`src/rtl/tl_pkg.sv`:
```
package tl_pkg;

  typedef enum logic [1:0] {
    PH_MAIN_GO   = 2'd0,
    PH_MAIN_WARN = 2'd1,
    PH_SIDE_GO   = 2'd2,
    PH_SIDE_WARN = 2'd3
  } phase_e;

  typedef struct packed {
    logic red;
    logic yellow;
    logic green;
  } lamp_t;

  localparam lamp_t LAMP_RED    = '{red: 1'b1, yellow: 1'b0, green: 1'b0};
  localparam lamp_t LAMP_YELLOW = '{red: 1'b0, yellow: 1'b1, green: 1'b0};
  localparam lamp_t LAMP_GREEN  = '{red: 1'b0, yellow: 1'b0, green: 1'b1};

  function automatic lamp_t main_lamp(input phase_e p);
    case (p)
      PH_MAIN_GO:   main_lamp = LAMP_GREEN;
      PH_MAIN_WARN: main_lamp = LAMP_YELLOW;
      default:      main_lamp = LAMP_RED;
    endcase
  endfunction

  function automatic lamp_t side_lamp(input phase_e p);
    case (p)
      PH_SIDE_GO:   side_lamp = LAMP_GREEN;
      PH_SIDE_WARN: side_lamp = LAMP_YELLOW;
      default:      side_lamp = LAMP_RED;
    endcase
  endfunction

  // Active-high segments, bit 6 = a ... bit 0 = g
  function automatic logic [6:0] seg_encode(input logic [3:0] d);
    case (d)
      4'd0:    seg_encode = 7'h7E;
      4'd1:    seg_encode = 7'h30;
      4'd2:    seg_encode = 7'h6D;
      4'd3:    seg_encode = 7'h79;
      4'd4:    seg_encode = 7'h33;
      4'd5:    seg_encode = 7'h5B;
      4'd6:    seg_encode = 7'h5F;
      4'd7:    seg_encode = 7'h70;
      4'd8:    seg_encode = 7'h7F;
      4'd9:    seg_encode = 7'h7B;
      default: seg_encode = 7'h00;
    endcase
  endfunction

endpackage

```
`src/rtl/tl_pulse_gen.sv`:
```
// Single-cycle enable every DIV clocks; first pulse DIV cycles after reset.
module tl_pulse_gen #(
  parameter int DIV = 100
) (
  input  logic clk,
  input  logic rst,
  output logic pulse
);

  localparam int CW = (DIV > 1) ? $clog2(DIV) : 1;
  localparam logic [CW-1:0] LAST = CW'(DIV - 1);

  logic [CW-1:0] cnt;

  always_ff @(posedge clk) begin
    if (rst) begin
      cnt   <= '0;
      pulse <= 1'b0;
    end else if (cnt == LAST) begin
      cnt   <= '0;
      pulse <= 1'b1;
    end else begin
      cnt   <= cnt + 1'b1;
      pulse <= 1'b0;
    end
  end

endmodule

```
`src/rtl/tl_phase_fsm.sv`:
```
// Four-phase Moore controller with per-road remaining-time counters.
module tl_phase_fsm
  import tl_pkg::*;
#(
  parameter int CNT_W       = 8,
  parameter int GREEN_HOLD  = 24,
  parameter int YELLOW_HOLD = 4
) (
  input  logic             clk,
  input  logic             rst,
  input  logic             tick,
  output lamp_t            lamp_main,
  output lamp_t            lamp_side,
  output logic [CNT_W-1:0] main_left,
  output logic [CNT_W-1:0] side_left,
  output logic [CNT_W-1:0] hold_left
);

  localparam int RED_HOLD = GREEN_HOLD + YELLOW_HOLD + 1;
  localparam logic [CNT_W-1:0] LD_GREEN  = CNT_W'(GREEN_HOLD);
  localparam logic [CNT_W-1:0] LD_YELLOW = CNT_W'(YELLOW_HOLD);
  localparam logic [CNT_W-1:0] LD_RED    = CNT_W'(RED_HOLD);

  phase_e           phase;
  phase_e           phase_nxt;
  logic [CNT_W-1:0] ld_hold;
  logic [CNT_W-1:0] ld_main;
  logic [CNT_W-1:0] ld_side;
  logic             advance;

  assign advance = tick && (hold_left == '0);

  always_comb begin
    case (phase)
      PH_MAIN_GO:   phase_nxt = PH_MAIN_WARN;
      PH_MAIN_WARN: phase_nxt = PH_SIDE_GO;
      PH_SIDE_GO:   phase_nxt = PH_SIDE_WARN;
      default:      phase_nxt = PH_MAIN_GO;
    endcase
  end

  // Reload values chosen by the phase being entered
  always_comb begin
    case (phase_nxt)
      PH_MAIN_GO: begin
        ld_hold = LD_GREEN;
        ld_main = LD_GREEN;
        ld_side = LD_RED;
      end
      PH_SIDE_GO: begin
        ld_hold = LD_GREEN;
        ld_main = LD_RED;
        ld_side = LD_GREEN;
      end
      default: begin
        ld_hold = LD_YELLOW;
        ld_main = LD_YELLOW;
        ld_side = LD_YELLOW;
      end
    endcase
  end

  always_ff @(posedge clk) begin
    if (rst) begin
      phase     <= PH_MAIN_GO;
      hold_left <= LD_GREEN;
      main_left <= LD_GREEN;
      side_left <= LD_RED;
      lamp_main <= main_lamp(PH_MAIN_GO);
      lamp_side <= side_lamp(PH_MAIN_GO);
    end else if (advance) begin
      phase     <= phase_nxt;
      hold_left <= ld_hold;
      main_left <= ld_main;
      side_left <= ld_side;
      lamp_main <= main_lamp(phase_nxt);
      lamp_side <= side_lamp(phase_nxt);
    end else if (tick) begin
      hold_left <= hold_left - 1'b1;
      main_left <= main_left - 1'b1;
      side_left <= side_left - 1'b1;
    end
  end

endmodule

```
`src/rtl/tl_bin2bcd.sv`:
```
// Combinational shift-and-add-3 binary to BCD conversion.
module tl_bin2bcd #(
  parameter int W      = 8,
  parameter int DIGITS = 2
) (
  input  logic [W-1:0]          bin,
  output logic [4*DIGITS-1:0]   bcd
);

  localparam int ZW = 4 * DIGITS + W;

  logic [ZW-1:0] z;

  always_comb begin
    z = {{(4*DIGITS){1'b0}}, bin};
    for (int s = 0; s < W; s++) begin
      for (int d = 0; d < DIGITS; d++) begin
        if (z[W + 4*d +: 4] > 4'd4) begin
          z[W + 4*d +: 4] = z[W + 4*d +: 4] + 4'd3;
        end
      end
      z = z << 1;
    end
    bcd = z[W +: 4*DIGITS];
  end

endmodule

```
`src/rtl/tl_digit_scan.sv`:
```
// Two-digit multiplexed display driver with registered outputs.
module tl_digit_scan
  import tl_pkg::*;
#(
  parameter int CNT_W = 8
) (
  input  logic             clk,
  input  logic             rst,
  input  logic             sel,
  input  logic [CNT_W-1:0] value,
  output logic [6:0]       seg,
  output logic [1:0]       dig_en
);

  logic [7:0] bcd;
  logic [3:0] digit;

  tl_bin2bcd #(
    .W      (CNT_W),
    .DIGITS (2)
  ) u_bcd (
    .bin (value),
    .bcd (bcd)
  );

  assign digit = sel ? bcd[7:4] : bcd[3:0];

  always_ff @(posedge clk) begin
    if (rst) begin
      seg    <= '0;
      dig_en <= '0;
    end else begin
      seg    <= seg_encode(digit);
      dig_en <= sel ? 2'b10 : 2'b01;
    end
  end

endmodule

```
`src/rtl/tl_crossing_ctrl.sv`:
```
module tl_crossing_ctrl
  import tl_pkg::*;
#(
  parameter int TICK_DIV    = 100_000_000,
  parameter int SCAN_DIV    = 500_000,
  parameter int CNT_W       = 8,
  parameter int GREEN_HOLD  = 24,
  parameter int YELLOW_HOLD = 4
) (
  input  logic       clk,
  input  logic       rst,
  output logic       main_red,
  output logic       main_yellow,
  output logic       main_green,
  output logic       side_red,
  output logic       side_yellow,
  output logic       side_green,
  output logic [6:0] main_seg,
  output logic [1:0] main_dig_en,
  output logic [6:0] side_seg,
  output logic [1:0] side_dig_en
);

  localparam int ROADS = 2;

  logic             tick_sec;
  logic             tick_scan;
  logic             scan_sel;
  lamp_t            lamp_main;
  lamp_t            lamp_side;
  logic [CNT_W-1:0] main_left;
  logic [CNT_W-1:0] side_left;
  logic [CNT_W-1:0] hold_left;
  logic [CNT_W-1:0] road_left [ROADS];
  logic [6:0]       road_seg  [ROADS];
  logic [1:0]       road_en   [ROADS];

  tl_pulse_gen #(.DIV(TICK_DIV)) u_sec (
    .clk   (clk),
    .rst   (rst),
    .pulse (tick_sec)
  );

  tl_pulse_gen #(.DIV(SCAN_DIV)) u_scan_rate (
    .clk   (clk),
    .rst   (rst),
    .pulse (tick_scan)
  );

  always_ff @(posedge clk) begin
    if (rst)            scan_sel <= 1'b0;
    else if (tick_scan) scan_sel <= ~scan_sel;
  end

  tl_phase_fsm #(
    .CNT_W       (CNT_W),
    .GREEN_HOLD  (GREEN_HOLD),
    .YELLOW_HOLD (YELLOW_HOLD)
  ) u_fsm (
    .clk       (clk),
    .rst       (rst),
    .tick      (tick_sec),
    .lamp_main (lamp_main),
    .lamp_side (lamp_side),
    .main_left (main_left),
    .side_left (side_left),
    .hold_left (hold_left)
  );

  assign road_left[0] = main_left;
  assign road_left[1] = side_left;

  for (genvar g = 0; g < ROADS; g++) begin : g_road
    tl_digit_scan #(.CNT_W(CNT_W)) u_disp (
      .clk    (clk),
      .rst    (rst),
      .sel    (scan_sel),
      .value  (road_left[g]),
      .seg    (road_seg[g]),
      .dig_en (road_en[g])
    );
  end

  assign main_red    = lamp_main.red;
  assign main_yellow = lamp_main.yellow;
  assign main_green  = lamp_main.green;
  assign side_red    = lamp_side.red;
  assign side_yellow = lamp_side.yellow;
  assign side_green  = lamp_side.green;
  assign main_seg    = road_seg[0];
  assign main_dig_en = road_en[0];
  assign side_seg    = road_seg[1];
  assign side_dig_en = road_en[1];

endmodule

```
`config.mk`:
```
export PLATFORM = sky130hd
export DESIGN_NAME = tl_crossing_ctrl
export DESIGN_NICKNAME = d
export VERILOG_FILES = /design/src/rtl/tl_pkg.sv /design/src/rtl/tl_pulse_gen.sv /design/src/rtl/tl_phase_fsm.sv /design/src/rtl/tl_bin2bcd.sv /design/src/rtl/tl_digit_scan.sv /design/src/rtl/tl_crossing_ctrl.sv
export SDC_FILE = /design/constraint.sdc
export NUM_CORES = 1
export LEC_CHECK = 0
export BUFFER_PORTS_ARGS = -buffer_cell sky130_fd_sc_hd__buf_2
export CORE_MARGIN = 2
export CORE_UTILIZATION = 32
export DETAILED_ROUTE_END_ITERATION = 12
export PLACE_DENSITY = 0.49
export SYNTH_ARGS = -nofsm -noshare
export SYNTH_HDL_FRONTEND = slang
export SYNTH_SLANG_ARGS = --single-unit
export TNS_END_PERCENT = 30
```
`constraint.sdc`:
```
create_clock -name clk -period 5.2 [get_ports clk]
set_input_delay 1.04 -clock clk [delete_from_list [all_inputs] [get_ports clk]]
set_output_delay 1.04 -clock clk [all_outputs]
set_load 0.02 [all_outputs]
```
# After elaboration in Yosys (flattened, before gate mapping)
# Memory sizes are Yosys's and may differ from the RTL's. A register that Yosys moved wholly into a read port is not among the register bits.
# Index checks and enable logic that the tools add are counted.
[word_totals] register_bits=83 mem_bits_ro=224 in_bits=2 memories=2
[op_classes] n_bitwise=1 n_addsub=31 n_reduce_logical=8 n_mux=43 order_cmp=26 n_eq_ne=7
[memory_table] name="(name not given)" words=16 width=7 rd=1 rd_clocked_by_memory_dff=1 wr=0 line_no="tl_pkg.sv:38" text="case (d)"
[memory_table] name="(name not given)" words=16 width=7 rd=1 rd_clocked_by_memory_dff=1 wr=0 line_no="tl_pkg.sv:38"
[ops] operator="> comparator 4 x 3 -> 1 bit (second input constant)" n=22
[ops] operator="2-to-1 mux 4 bit" n=14
[ops] operator="adder 4 x 2 -> 4 bit (second input constant)" n=12
[ops] operator="2-to-1 mux 8 bit" n=6
[ops] operator="2-to-1 mux 3 bit" n=14
[ops] operator="adder 3 x 2 -> 3 bit (second input constant)" n=10
[ops] operator="adder 27 x 1 -> 27 bit (second input constant)" n=1
[ops] operator="== test 27 bit (second input constant)" n=1
[ops] operator="subtractor 8 x 1 -> 8 bit (second input constant)" n=3
[ops] operator="case mux 5 bit (2 select lines)" n=2
[ops] operator="adder 19 x 1 -> 19 bit (second input constant)" n=1
[ops] operator="== test 19 bit (second input constant)" n=1
[ops] operator="case mux 3 bit (2 select lines)" n=2
[ops] operator="logical NOT 8 bit" n=1
[ops] operator="adder 1 x 2 -> 3 bit (both inputs constant)" n=2
[ops] operator="adder 1 x 2 -> 3 bit (second input constant)" n=2
[ops] operator="== test 2 bit (second input constant)" n=3
[ops] operator="> comparator 1 x 3 -> 1 bit (both inputs constant)" n=2
[ops] operator="> comparator 1 x 3 -> 1 bit (second input constant)" n=2
[ops] operator="case mux 2 bit (3 select lines)" n=1
[ops] operator="OR reduction 2 bit" n=3
[ops] operator="2-to-1 mux 5 bit" n=1
[ops] operator="== test 2 x 1 -> 1 bit (second input constant)" n=2
[ops] operator="logical NOT 2 bit" n=2
[ops] operator="other kinds (5)" n=6

# Logic depth before layout (Yosys ltp)
# Gate-level depths: netlist of run 1.
[depth] ltp_word=15 depth_mapped=22 ltp_nobuf=22

# Hierarchy
# A second synthesis of run 1 with hierarchy kept.
[unflattened] hier_cells=812 hier_area_um2=6859.1
[modules_own_cells] mod="tl_bin2bcd" instances=2 cells_each=139 seq_area_each_um2=0.0 area_each_um2=958.4
[modules_own_cells] mod="tl_phase_fsm" instances=1 cells_each=183 seq_area_each_um2=620.6 area_each_um2=1596.5
[modules_own_cells] mod="tl_pulse_gen at u_sec" instances=1 cells_each=154 seq_area_each_um2=560.5 area_each_um2=1370.1
[modules_own_cells] mod="tl_pulse_gen at u_scan_rate" instances=1 cells_each=100 seq_area_each_um2=400.4 area_each_um2=920.9
[modules_own_cells] mod="tl_digit_scan at g_road[0].u_disp" instances=1 cells_each=47 seq_area_each_um2=180.2 area_each_um2=511.7
[modules_own_cells] mod="tl_digit_scan at g_road[1].u_disp" instances=1 cells_each=47 seq_area_each_um2=180.2 area_each_um2=510.5
[modules_own_cells] mod="tl_crossing_ctrl" instances=1 cells_each=3 seq_area_each_um2=20.0 area_each_um2=32.5

# Worst setup path before layout of run 1
# No wires, ideal clock.
[synth_timing] kind="register to register" start="reg u_fsm.side_left[5]" end="reg g_road[1].u_disp.seg[5]" path_stages_with_launch=22 n_path_buf=0 arrival_ns=4.309 slack_ns=0.820 setup_time_ns=0.070 path_cell_list="dfxtp_1 > inv_1 > ha_1 > inv_1 > ha_1 > xor2_2 > o21ai_1 > o21a_1 > o31a_1 > nand3b_1 > or2_2 > ha_1 > xnor2_1 > ha_1 > inv_1 > a31oi_2 > xor2_1 > a21oi_1 > inv_1 > ha_1 > a21o_1 > a21oi_1"
[synth_between] elab_chain_len=11
[synth_rtl] item="start, declared" line_no="tl_phase_fsm.sv:15" text="output logic [CNT_W-1:0] side_left,"
[synth_rtl] item="start signal, assigned" line_no="tl_phase_fsm.sv:75" text="side_left <= ld_side;"
[synth_rtl] item="start signal, assigned" line_no="tl_phase_fsm.sv:81" text="side_left <= side_left - 1'b1;"
[synth_rtl] item="adder 4 x 2 -> 4 bit or > comparator 4 x 3 -> 1 bit (tied branches)" line_no="tl_bin2bcd.sv:19, tl_bin2bcd.sv:18"
[synth_rtl] item="2-to-1 mux 4 bit (*)" line_no="tl_bin2bcd.sv:18" text="if (z[W + 4*d +: 4] > 4'd4) begin"
[synth_rtl] item="adder 4 x 2 -> 4 bit (tied with other cells)" line_no="tl_bin2bcd.sv:19" text="z[W + 4*d +: 4] = z[W + 4*d +: 4] + 4'd3;"
[synth_rtl] item="2-to-1 mux 4 bit or 2-to-1 mux 3 bit (tied branches)" line_no="tl_bin2bcd.sv:18"
[synth_rtl] item="adder 4 x 2 -> 4 bit (tied with other cells)" line_no="tl_bin2bcd.sv:19"
[synth_rtl] item="2-to-1 mux 4 bit or 2-to-1 mux 3 bit (tied branches)" line_no="tl_bin2bcd.sv:18"
[synth_rtl] item="> comparator 4 x 3 -> 1 bit (tied with other cells)" line_no="tl_bin2bcd.sv:18"
[synth_rtl] item="2-to-1 mux 4 bit or 2-to-1 mux 3 bit (tied branches)" line_no="tl_bin2bcd.sv:18"
[synth_rtl] item="adder 4 x 2 -> 4 bit (tied with other cells)" line_no="tl_bin2bcd.sv:19"
[synth_rtl] item="2-to-1 mux 4 bit or 2-to-1 mux 3 bit (tied branches)" line_no="tl_bin2bcd.sv:18"
[synth_rtl] item="2-to-1 mux 4 bit (*)" line_no="tl_digit_scan.sv:26" text="assign digit = sel ? bcd[7:4] : bcd[3:0];"
[synth_rtl] item="end, declared" line_no="tl_digit_scan.sv:11" text="output logic [6:0] seg,"
# Mark *: on every way between the ends. The rest lies on a longest branch, timed or not.
# A chain may end at the register's enable or synchronous reset.

# Final worst setup path of run 1
[layout_timing] start="reg u_fsm.side_left[5]" end="reg g_road[1].u_disp.seg[6]"
# The elaborated chain is that of the path after synthesis.

==> metrics.cfg, run 1 <==
[synthesis]
synth_area_um2=6450
synth_warnings=0
synth_area_leader_cell=dfxtp_1
ys_top_cells_by_area=dfxtp_1 30%, ha_1 8.3%, nor2_1 6.2%, xor2_1 4.6%, nand2_1 3.8%
synth_fa_ha_area_share_pct=8.34
synth_top_area_share_pct=29.8
ys_seq_elements=96
synth_edf_count=0
synth_xor_area_share_pct=8.49
synth-async-reset-ratio_pct=0
synthCells=804
yosys.area_share.simple_pct=25.8
yosysUniqueCellTypes=91
ys_seq_area_share_pct=29.8
synth.area.mux_share_pct=3.20
synth_top_family_by_area=simple AND/OR/NAND/NOR gates
synth_ff_type=dfxtp_1
synth_compound_area_share_pct=19.1
synth_fp_nets=849
syn_avg_cell_area_um2=8.03

[grt]
grt_util_all_layers_pct=13.5
grt_start_max_net_pins=37
grt_antenna_before_repair=0
grt_pass1_wl_um=24500
grt_pass1_vias=4990
grt_overflow=0

[placement]
dp_hpwl_um=9900
io_buffers=25
gp_congestion=0.772
place_ws_ns=0.258

[layout]
nets=847
layout_common_cells=106 x nor2_1, 96 x dfxtp_1, 65 x nand2_1
layout_commonest_cell=nor2_1
antenna_cells=0
drive_gt1_share_pct=11.0
final_util_pct=36.2
nFillCells=2118
area_delta_synth_final_pct=10.2

[detailed_routing]
postRouteAntennaNets=0
drc=0
met3_length_um=464
routed_wl_um=14100
num_vias=5444
drt-initial-drc-count=377
firstDrtPassIters=5
wl_per_cell_um=13.1
met2_wirelength_um=6160
met1Wirelength_um=7290
detail_route.vias_per_cell=5.08
top_layer=met4

[job]
maxCapViolCount=0

[clocking]
clock_latency_ns=0.35
postCtsSetupRepairBufs=0
numClockSinks=96
cts_tree=yes
cts_buffers=9
htreeDepth=3
cts-root-buf=clkbuf_16
cts_buffer_depth=2
clk_pin_slew_ns=0.07

[power_and_ir_drop]
power_mw=1.49
power_leakage_nw=2.76
max-vdd-ir-drop_uv=145
power_density_nw_per_um2=209

[die]
placementRows=51
coreArea_um2=19700
dieArea_um2=21300
die_w_um=146
initial_utilization_pct=32.8
io_pins=26
die_h_um=146

[timing]
setup-violations-final=0
finalSetupTns_ns=0
clock.fmax_mhz=212
finalClockSkew_ns=0.00684
hold_viol=0
drv_slew=0
timing.final.ws_setup_ns=0.473
worst_pin_slew_ns=0.881
min_period_over_period_pct=90.9
slew-limit-headroom_pct=39.7
period_needed_ns=4.73
rsz0062_at_grt=no

[setup_path]
critPathKind=register to register
required_ns=5.48
critPathMaxFanout=11
cp-start-kind=register
arrival_ns=5.01
cp-end-kind=register

[min_path]
hold_path.class=register to register

[status]
outcome=finished, final reports clean

-- state kept, by name (all words and copies together) (netlist names), 2 cells and up --
signal	flops
g_road.u_disp.seg	14
g_road.u_disp.dig_en	2
u_fsm.main_left	8
u_fsm.phase	2
u_fsm.lamp_side	3
u_scan_rate.cnt	19
u_fsm.hold_left	8
u_fsm.lamp_main	2
u_sec.cnt	27
u_fsm.side_left	8
-- cells in the mapped netlist (4+ instances only) --
cell,n
a211oi_1,4
a21boi_0,4
a21o_1,4
a21oi_1,26
a221o_1,8
a221oi_1,5
a22o_1,4
a22oi_1,5
a31oi_1,5
and2_1,8
and3_1,18
buf_1,5
buf_2,6
clkbuf_1,32
dfxtp_1,96
ha_1,43
inv_1,38
mux2i_1,12
nand2_1,65
nand2b_1,11
nand3_1,36
nand3b_1,10
nand4_1,10
nor2_1,106
nor2b_1,7
nor3_1,19
nor4_1,8
o211ai_1,5
o21ai_0,31
o21ai_1,5
o31ai_1,9
or2_2,5
or3_1,9
xnor2_1,23
xor2_1,34
-- through the flow --
stage | instances | area [um2] | hold slack, ns
after global placement | 1056 | 6780 | 0.446
after floorplan | 804 | 6450 | 0.430
after global routing | 1072 | 7110 | 0.478
final | 1072 | 7110 | 0.459
after detailed placement | 1056 | 6780 | 0.451
after CTS | 1072 | 7090 | 0.461
-- per-layer routing --
layer | vias to the layer above | track usage, %
li1 | 2844 | -
met2 | 89 | 20.3
met1 | 2498 | 19.7
met5 | - | 0
met4 | 0 | 4.32
met3 | 13 | 2.34
-- what timing repair did --
item	4_1_cts	5_1_grt
hold buffers	0	0
gates resized for setup	0	3
setup endpoints to repair	0	6
-- final cells by class --
cell class	count	area, um2	share of cell area (%)
multi-input combinational	623	4210	59.2
sequential	96	1920	27.0
tap	265	332	4.66
clock buffer	10	239	3.36
timing repair buffer	33	185	2.60
inverter	39	146	2.06
clock inverter	6	75.1	1.06
-- kinds of logic after synthesis --
logic type               count (synthesis)
buffers and inverters                   85
AND/OR/NAND/NOR                        335
adder cells (fa/ha/maj)                 43
multiplexers                            18
flip-flops                              96
XOR/XNOR                                60
AO/OA/AOI/OAI                          167
-- worst max-delay path, stage by stage (launching register included) --
cell and delay (ns):
dfxtp_1 0.46, inv_1 0.13, ha_1 0.26, inv_1 0.09, ha_1 0.25, xor2_2 0.33
o21ai_1 0.10, o21a_1 0.18, o31a_1 0.26, nand3b_1 0.20, or2_2 0.35, ha_1 0.20
xnor2_1 0.29, ha_1 0.20, inv_1 0.06, a31oi_2 0.18, mux2i_1 0.24, o22a_1 0.43
mux2_4 0.34, o21ai_1 0.12
-- worst paths after layout --
check                startpoint                 endpoint  slack, ns  depth (start not counted)
max          u_fsm.side_left[5]  g_road[1].u_disp.seg[6]       0.47                         19
min          u_fsm.lamp_main[1]       u_fsm.lamp_main[1]       0.46                          2
max reg2reg  u_fsm.side_left[5]  g_road[1].u_disp.seg[6]       0.47                         19
min reg2reg  u_fsm.lamp_main[1]       u_fsm.lamp_main[1]       0.46                          2
-- power breakdown --
group | switching (mW) | total, mW | internal, mW | leakage (nW)
combinational | 0.0250 | 0.0360 | 0.0111 | 1.83
sequential | 0.00511 | 0.748 | 0.743 | 0.779
clock | 0.309 | 0.702 | 0.393 | 0.151
total | 0.339 | 1.49 | 1.15 | 2.76
Power figures use the tool's default switching activity.
==> run 2: changes to the inputs <==
--- a/config.mk
+++ b/config.mk
@@ -9,7 +9,6 @@
 export CORE_MARGIN = 2
 export CORE_UTILIZATION = 32
 export DETAILED_ROUTE_END_ITERATION = 12
-export PLACE_DENSITY = 0.49
 export SYNTH_ARGS = -nofsm -noshare
 export SYNTH_HDL_FRONTEND = slang
 export SYNTH_SLANG_ARGS = --single-unit
==> run 2 against run 1 <==
Compared with the run above: final cell count down 0.37%; sequential share of layout area up 0.23 points; first-iteration DRC count down 14%; routed wire length down 5.2%; largest cell class unchanged; largest power group unchanged.
==> metrics.cfg, run 2 (synthesis results as in run 1) <==
[detailed_routing]
postRouteAntennaNets=0  ; unchanged
num_vias=5482  ; +0.70%
drc=0  ; unchanged
drt-initial-drc-count=323  ; -14%
firstDrtPassIters=5  ; unchanged
detail_route.vias_per_cell=5.13  ; +1.1%
wl_per_cell_um=12.5  ; -4.9%
routed_wl_um=13300  ; -5.2%

[timing]
slew-limit-headroom_pct=38.9  ; -0.79 points
timing.final.ws_setup_ns=0.428  ; -0.0454 ns
worst_pin_slew_ns=0.915  ; +0.0335 ns
hold_viol=0  ; unchanged
clock.fmax_mhz=210  ; -0.95%
drv_slew=0  ; unchanged
period_needed_ns=4.77  ; +0.0454 ns
finalClockSkew_ns=0.00758  ; +0.000741 ns
rsz0062_at_grt=no
whs_ns=0.460  ; +0.000415 ns
finalSetupTns_ns=0  ; unchanged
min_period_over_period_pct=91.8  ; +0.87 points
setup-violations-final=0  ; unchanged

[clocking]
clk_pin_slew_ns=0.07  ; about the same
cts_buffers=9  ; unchanged
clock_latency_ns=0.34  ; about the same
numClockSinks=96  ; unchanged
cts_tree=yes
htreeDepth=3  ; unchanged
cts-root-buf=clkbuf_16
cts_buffer_depth=2  ; unchanged

[die]
die_w_um=146  ; unchanged
initial_utilization_pct=32.8  ; unchanged
dieArea_um2=21300  ; unchanged
die_h_um=146  ; unchanged
coreArea_um2=19700  ; unchanged
io_pins=26  ; unchanged
placementRows=51  ; unchanged

[grt]
grt_pass1_vias=4802  ; -3.8%
grt_overflow=0  ; unchanged
grt_start_max_net_pins=35  ; -5.4%
grt_pass1_wl_um=22900  ; -6.6%
grt_util_all_layers_pct=12.4  ; -1.1 points
grt_antenna_before_repair=0  ; unchanged

[layout]
multi_input_area_um2=4200  ; -0.36%
layout_common_cells=106 x nor2_1, 96 x dfxtp_1, 65 x nand2_1
nFillCells=2074  ; -2.1%
layout_commonest_cell=nor2_1
registers.top_by_ff_count=u_sec.cnt
nets=843  ; -0.47%
regArea_um2=1920  ; unchanged
drive_gt1_share_pct=10.5  ; -0.57 points
final_cell_area_um2=7050  ; -0.84%
area_delta_synth_final_pct=9.29
largest_reg_flops=27  ; unchanged
top_regs=u_sec.cnt: 27 flops, u_scan_rate.cnt: 19 flops, g_road.u_disp.seg: 14 flops
antenna_cells=0  ; unchanged

[placement]
place_ws_ns=0.274  ; +0.0153 ns
dp_hpwl_um=9410  ; -5.0%
io_buffers=25  ; unchanged
postPlaceCellArea_um2=6750  ; -0.44%
gp_congestion=0.836  ; +8.3%

[setup_path]
cp-start-kind=register
required_ns=5.48  ; about the same
r2r-start=u_fsm.side_left[5]
cp-end-kind=register
crit_path_max_incr_delay_ns=0.40  ; -0.06 ns
r2r_slack_ns=0.43  ; -0.05 ns
critPathMaxFanout=8  ; -3
critPathSlowestCell=xnor2_1
r2r_end=g_road[1].u_disp.seg[5]
critical_path_buf_inv_count=4  ; +1
rr_worst_depth=21  ; +2
path_cells=inv_1, ha_1, inv_1, ha_1, xnor2_1, o21ai_0, and2_1, o31a_1, nand3b_1, or2_2, ha_1, xnor2_1, ha_1, inv_1, a31oi_2, xor2_1, a21oi_2, inv_1, ha_1, a21o_1, a21oi_1
arrival_ns=5.05  ; +0.04 ns
critPathKind=register to register
crit_family=compound AO/OA/AOI/OAI gates
cpMostUsedCell=ha_1

[power_and_ir_drop]
power_leakage_nw=2.74  ; -0.88%
power_mw=1.44  ; -3.2%
power_density_nw_per_um2=204  ; -2.4%
max-vdd-ir-drop_uv=145  ; +0.32%

[min_path]
hold_start=u_scan_rate.cnt[0]
hold_depth=1  ; -1
hold_end=u_scan_rate.cnt[0]
hold_path.class=register to register

[job]
maxCapViolCount=0  ; unchanged

[status]
outcome=finished, final reports clean

[run 2: where the power goes]
| group | internal, mW | total [mW] | switching [mW] |
|---|---|---|---|
| clock | 0.359 | 0.654 | 0.295 |
| sequential | 0.743 | 0.748 | 0.00504 |
| combinational | 0.0109 | 0.0355 | 0.0246 |
[run 2: how the worst max path moves through the flow]
stage / from / endpoint / slack (ns) / depth (start not counted)
after global placement: u_fsm.side_left[5] / g_road[1].u_disp.seg[5] / 0.41 / 21
after detailed placement: u_fsm.side_left[5] / g_road[1].u_disp.seg[5] / 0.27 / 21
after floorplan: u_fsm.side_left[5] / g_road[1].u_disp.seg[5] / 0.82 / 21
final: u_fsm.side_left[5] / g_road[1].u_disp.seg[5] / 0.43 / 21
after global routing: u_fsm.side_left[5] / g_road[1].u_disp.seg[5] / 0.01 / 21
after CTS: u_fsm.side_left[5] / g_road[1].u_disp.seg[5] / 0.24 / 21
[run 2: cell type report]
class	count	area share [%]
Tap cell	265	4.70
Multi-Input combinational cell	623	59.5
Inverter	39	2.08
Clock inverter	5	0.656
Sequential cell	96	27.2
Timing Repair Buffer	29	2.20
Clock buffer	11	3.58
[run 2: stage by stage]
stage | util [%] | cells
2_1_floorplan | - | 804
3_3_place_gp | 34.3 | 1052
3_5_place_dp | 34.3 | 1052
4_1_cts | 35.9 | 1068
5_1_grt | 35.9 | 1068
6_report | 35.9 | 1068
[run 2: routing by layer]
layer / global-route usage, % / part of all wire, % / up-vias
met5: 0 / 0 / -
met4: 4.47 / 2.0 / 0
met3: 2.03 / 3.9 / 14
met2: 18.8 / 44 / 109
met1: 17.8 / 50 / 2523
li1: - / - / 2836
[run 2: what timing repair did]
action,in CTS,in global routing
endpoints found under the setup margin,0,6
resized for setup,0,1
hold buffers,0,0
setup buffers,0,0
[run 2: worst reg2reg max path: cells and delay by family (launching register included)]
| family | cells | cell delay [ns] |
|---|---|---|
| AO/OA/AOI/OAI | 6 | 1.23 |
| adder cells (fa/ha/maj) | 5 | 1.17 |
| XOR/XNOR | 3 | 0.81 |
| AND/OR/NAND/NOR | 3 | 0.72 |
| buffers and inverters | 4 | 0.41 |
| flip-flops | 1 | 0.37 |
==> run 3: changes to the inputs <==
--- a/config.mk
+++ b/config.mk
@@ -5,7 +5,7 @@
 export SDC_FILE = /design/constraint.sdc
 export NUM_CORES = 1
 export LEC_CHECK = 0
-export BUFFER_PORTS_ARGS = -buffer_cell sky130_fd_sc_hd__buf_2
+export BUFFER_PORTS_ARGS = -buffer_cell sky130_fd_sc_hd__buf_4
 export CORE_MARGIN = 2
 export CORE_UTILIZATION = 32
 export DETAILED_ROUTE_END_ITERATION = 12
==> run 3 against run 2 <==
Compared with the run above: register-to-register slack better by 0.04 ns; first-iteration DRC count up 12%; sequential cell count unchanged; combinational power up 6.5%; die area unchanged; sequential power about the same; final cell count about the same; hold slack better by 0.0033 ns; routed wire length up 0.31%; clock skew up 0.0021 ns; utilization up 0.15 points.
==> metrics.cfg, run 3 (synthesis results as in run 1) <==
[status]
outcome=finished, final reports clean

[detailed_routing]
wl_per_cell_um=12.5  ; +0.40%
drt-initial-drc-count=361  ; +12%
drc=0  ; unchanged
detail_route.vias_per_cell=5.09  ; -0.78%
num_vias=5434  ; -0.88%
routed_wl_um=13400  ; +0.31%
postRouteAntennaNets=0  ; unchanged
firstDrtPassIters=6  ; +1

[clocking]
htreeDepth=3  ; unchanged
cts_buffers=9  ; unchanged
clk_pin_slew_ns=0.07  ; about the same
cts_buffer_depth=2  ; unchanged
cts_hold_buffers=0  ; unchanged
cts-root-buf=clkbuf_16
numClockSinks=96  ; unchanged
cts_tree=yes
clock_latency_ns=0.35  ; about the same

[layout]
regArea_um2=1920  ; unchanged
drive_gt1_share_pct=10.2  ; -0.24 points
largest_reg_flops=27  ; unchanged
multi_input_area_um2=4200  ; unchanged
area_delta_synth_final_pct=9.75
layout_commonest_cell=nor2_1
top_regs=u_sec.cnt: 27 flops, u_scan_rate.cnt: 19 flops, g_road.u_disp.seg: 14 flops
antenna_cells=0  ; unchanged
layout_common_cells=106 x nor2_1, 96 x dfxtp_1, 65 x nand2_1
nFillCells=2089  ; +0.72%
registers.top_by_ff_count=u_sec.cnt
nets=842  ; -0.12%

[grt]
grt_start_max_net_pins=51  ; +46%
grt_pass1_wl_um=22800  ; -0.27%
grt_antenna_before_repair=0  ; unchanged
grt_util_all_layers_pct=12.4  ; -0.041 points
grt_pass1_vias=4792  ; -0.21%
grt_overflow=0  ; unchanged

[min_path]
hold_path.class=register to register

[timing]
finalSetupTns_ns=0  ; unchanged
rsz0062_at_grt=no
hold_viol=0  ; unchanged
period_needed_ns=4.74  ; -0.0370 ns
drv_slew=0  ; unchanged
worst_pin_slew_ns=0.950  ; +0.0356 ns
whs_ns=0.463  ; +0.00333 ns
clock.fmax_mhz=211  ; +0.78%
min_period_over_period_pct=91.1  ; -0.71 points
slew-limit-headroom_pct=36.6  ; -2.4 points
setup-violations-final=0  ; unchanged
finalClockSkew_ns=0.00971  ; +0.00212 ns

[power_and_ir_drop]
max-vdd-ir-drop_uv=178  ; +23%
power_density_nw_per_um2=199  ; -2.5%
power_leakage_nw=2.72  ; -0.54%

[die]
coreArea_um2=19700  ; unchanged
die_h_um=146  ; unchanged
dieArea_um2=21300  ; unchanged
die_w_um=146  ; unchanged
placementRows=51  ; unchanged
initial_utilization_pct=32.8  ; unchanged
io_pins=26  ; unchanged

[job]
maxCapViolCount=0  ; unchanged

[placement]
io_buffers=25  ; unchanged
dp_hpwl_um=9320  ; -0.99%
gp_congestion=0.803  ; -4.0%

[setup_path]
required_ns=5.48  ; about the same
cp-end-kind=register
critPathKind=register to register
arrival_ns=5.01  ; -0.04 ns
critPathMaxFanout=8  ; unchanged
cp-start-kind=register

[run 3: critical path: stages, from the launching register on]
cell and delay [ns]:
dfxtp_1 0.37, inv_1 0.13, ha_1 0.24, inv_1 0.08, ha_1 0.23, xnor2_1 0.39, o21ai_0 0.12, and2_1 0.17
o31a_1 0.30, nand3b_1 0.20, or2_2 0.35, ha_1 0.20, xnor2_1 0.26, ha_1 0.20, inv_1 0.06, a31oi_2 0.18
xor2_1 0.12, a21oi_2 0.34, inv_1 0.14, ha_1 0.31, a21o_1 0.16, a21oi_1 0.12
[run 3: area by class of cell]
| class | instances | share of cell area [%] |
|---|---|---|
| Timing Repair Buffer | 28 | 2.97 |
| Clock inverter | 6 | 0.636 |
| Multi-Input combinational cell | 623 | 59.3 |
| Inverter | 39 | 2.07 |
| Clock buffer | 10 | 3.23 |
| Tap cell | 265 | 4.68 |
| Sequential cell | 96 | 27.1 |
[run 3: report_power, final]
| group | internal (mW) | switching, mW | leakage [nW] |
|---|---|---|---|
| sequential | 0.743 | 0.00544 | 0.779 |
| clock | 0.326 | 0.295 | 0.125 |
| combinational | 0.0134 | 0.0243 | 1.82 |
[run 3: path summary, 6_finish.rpt]
| kind | startpoint | to | slack, ns | depth (start not counted) |
|---|---|---|---|---|
| min | u_scan_rate.cnt[0] | u_scan_rate.cnt[0] | 0.46 | 1 |
| max | u_fsm.side_left[5] | g_road[1].u_disp.seg[5] | 0.46 | 21 |
| min reg2reg | u_scan_rate.cnt[0] | u_scan_rate.cnt[0] | 0.46 | 1 |
| max reg2reg | u_fsm.side_left[5] | g_road[1].u_disp.seg[5] | 0.46 | 21 |
[run 3: repair_timing]
item,4_1_cts,5_1_grt
gates resized for setup,0,1
setup buffers,0,0
setup endpoints to repair,0,6
[run 3: metal layers]
metal  up-vias  GRT usage [%]  share of wire [%]
met4         0           5.05                2.4
li1       2829              -                  -
met3        17           1.84                3.5
met2       105           18.9                 43
met1      2483           17.5                 51
met5         -              0                  0
[run 3: through the flow]
| step | std cells | cell area, um2 | util (%) | setup WS, ns | power (mW) |
|---|---|---|---|---|---|
| global route | 1067 | 7080 | 36.0 | 0.0242 | 1.46 |
| floorplan | 804 | 6450 | - | 0.820 | 0.792 |
| finish | 1067 | 7080 | 36.0 | 0.465 | 1.41 |
| detailed placement | 1051 | 6810 | 34.6 | 0.307 | 0.805 |
| CTS | 1067 | 7080 | 36.0 | 0.266 | 1.43 |
| global placement | 1051 | 6810 | 34.6 | 0.406 | 0.805 |
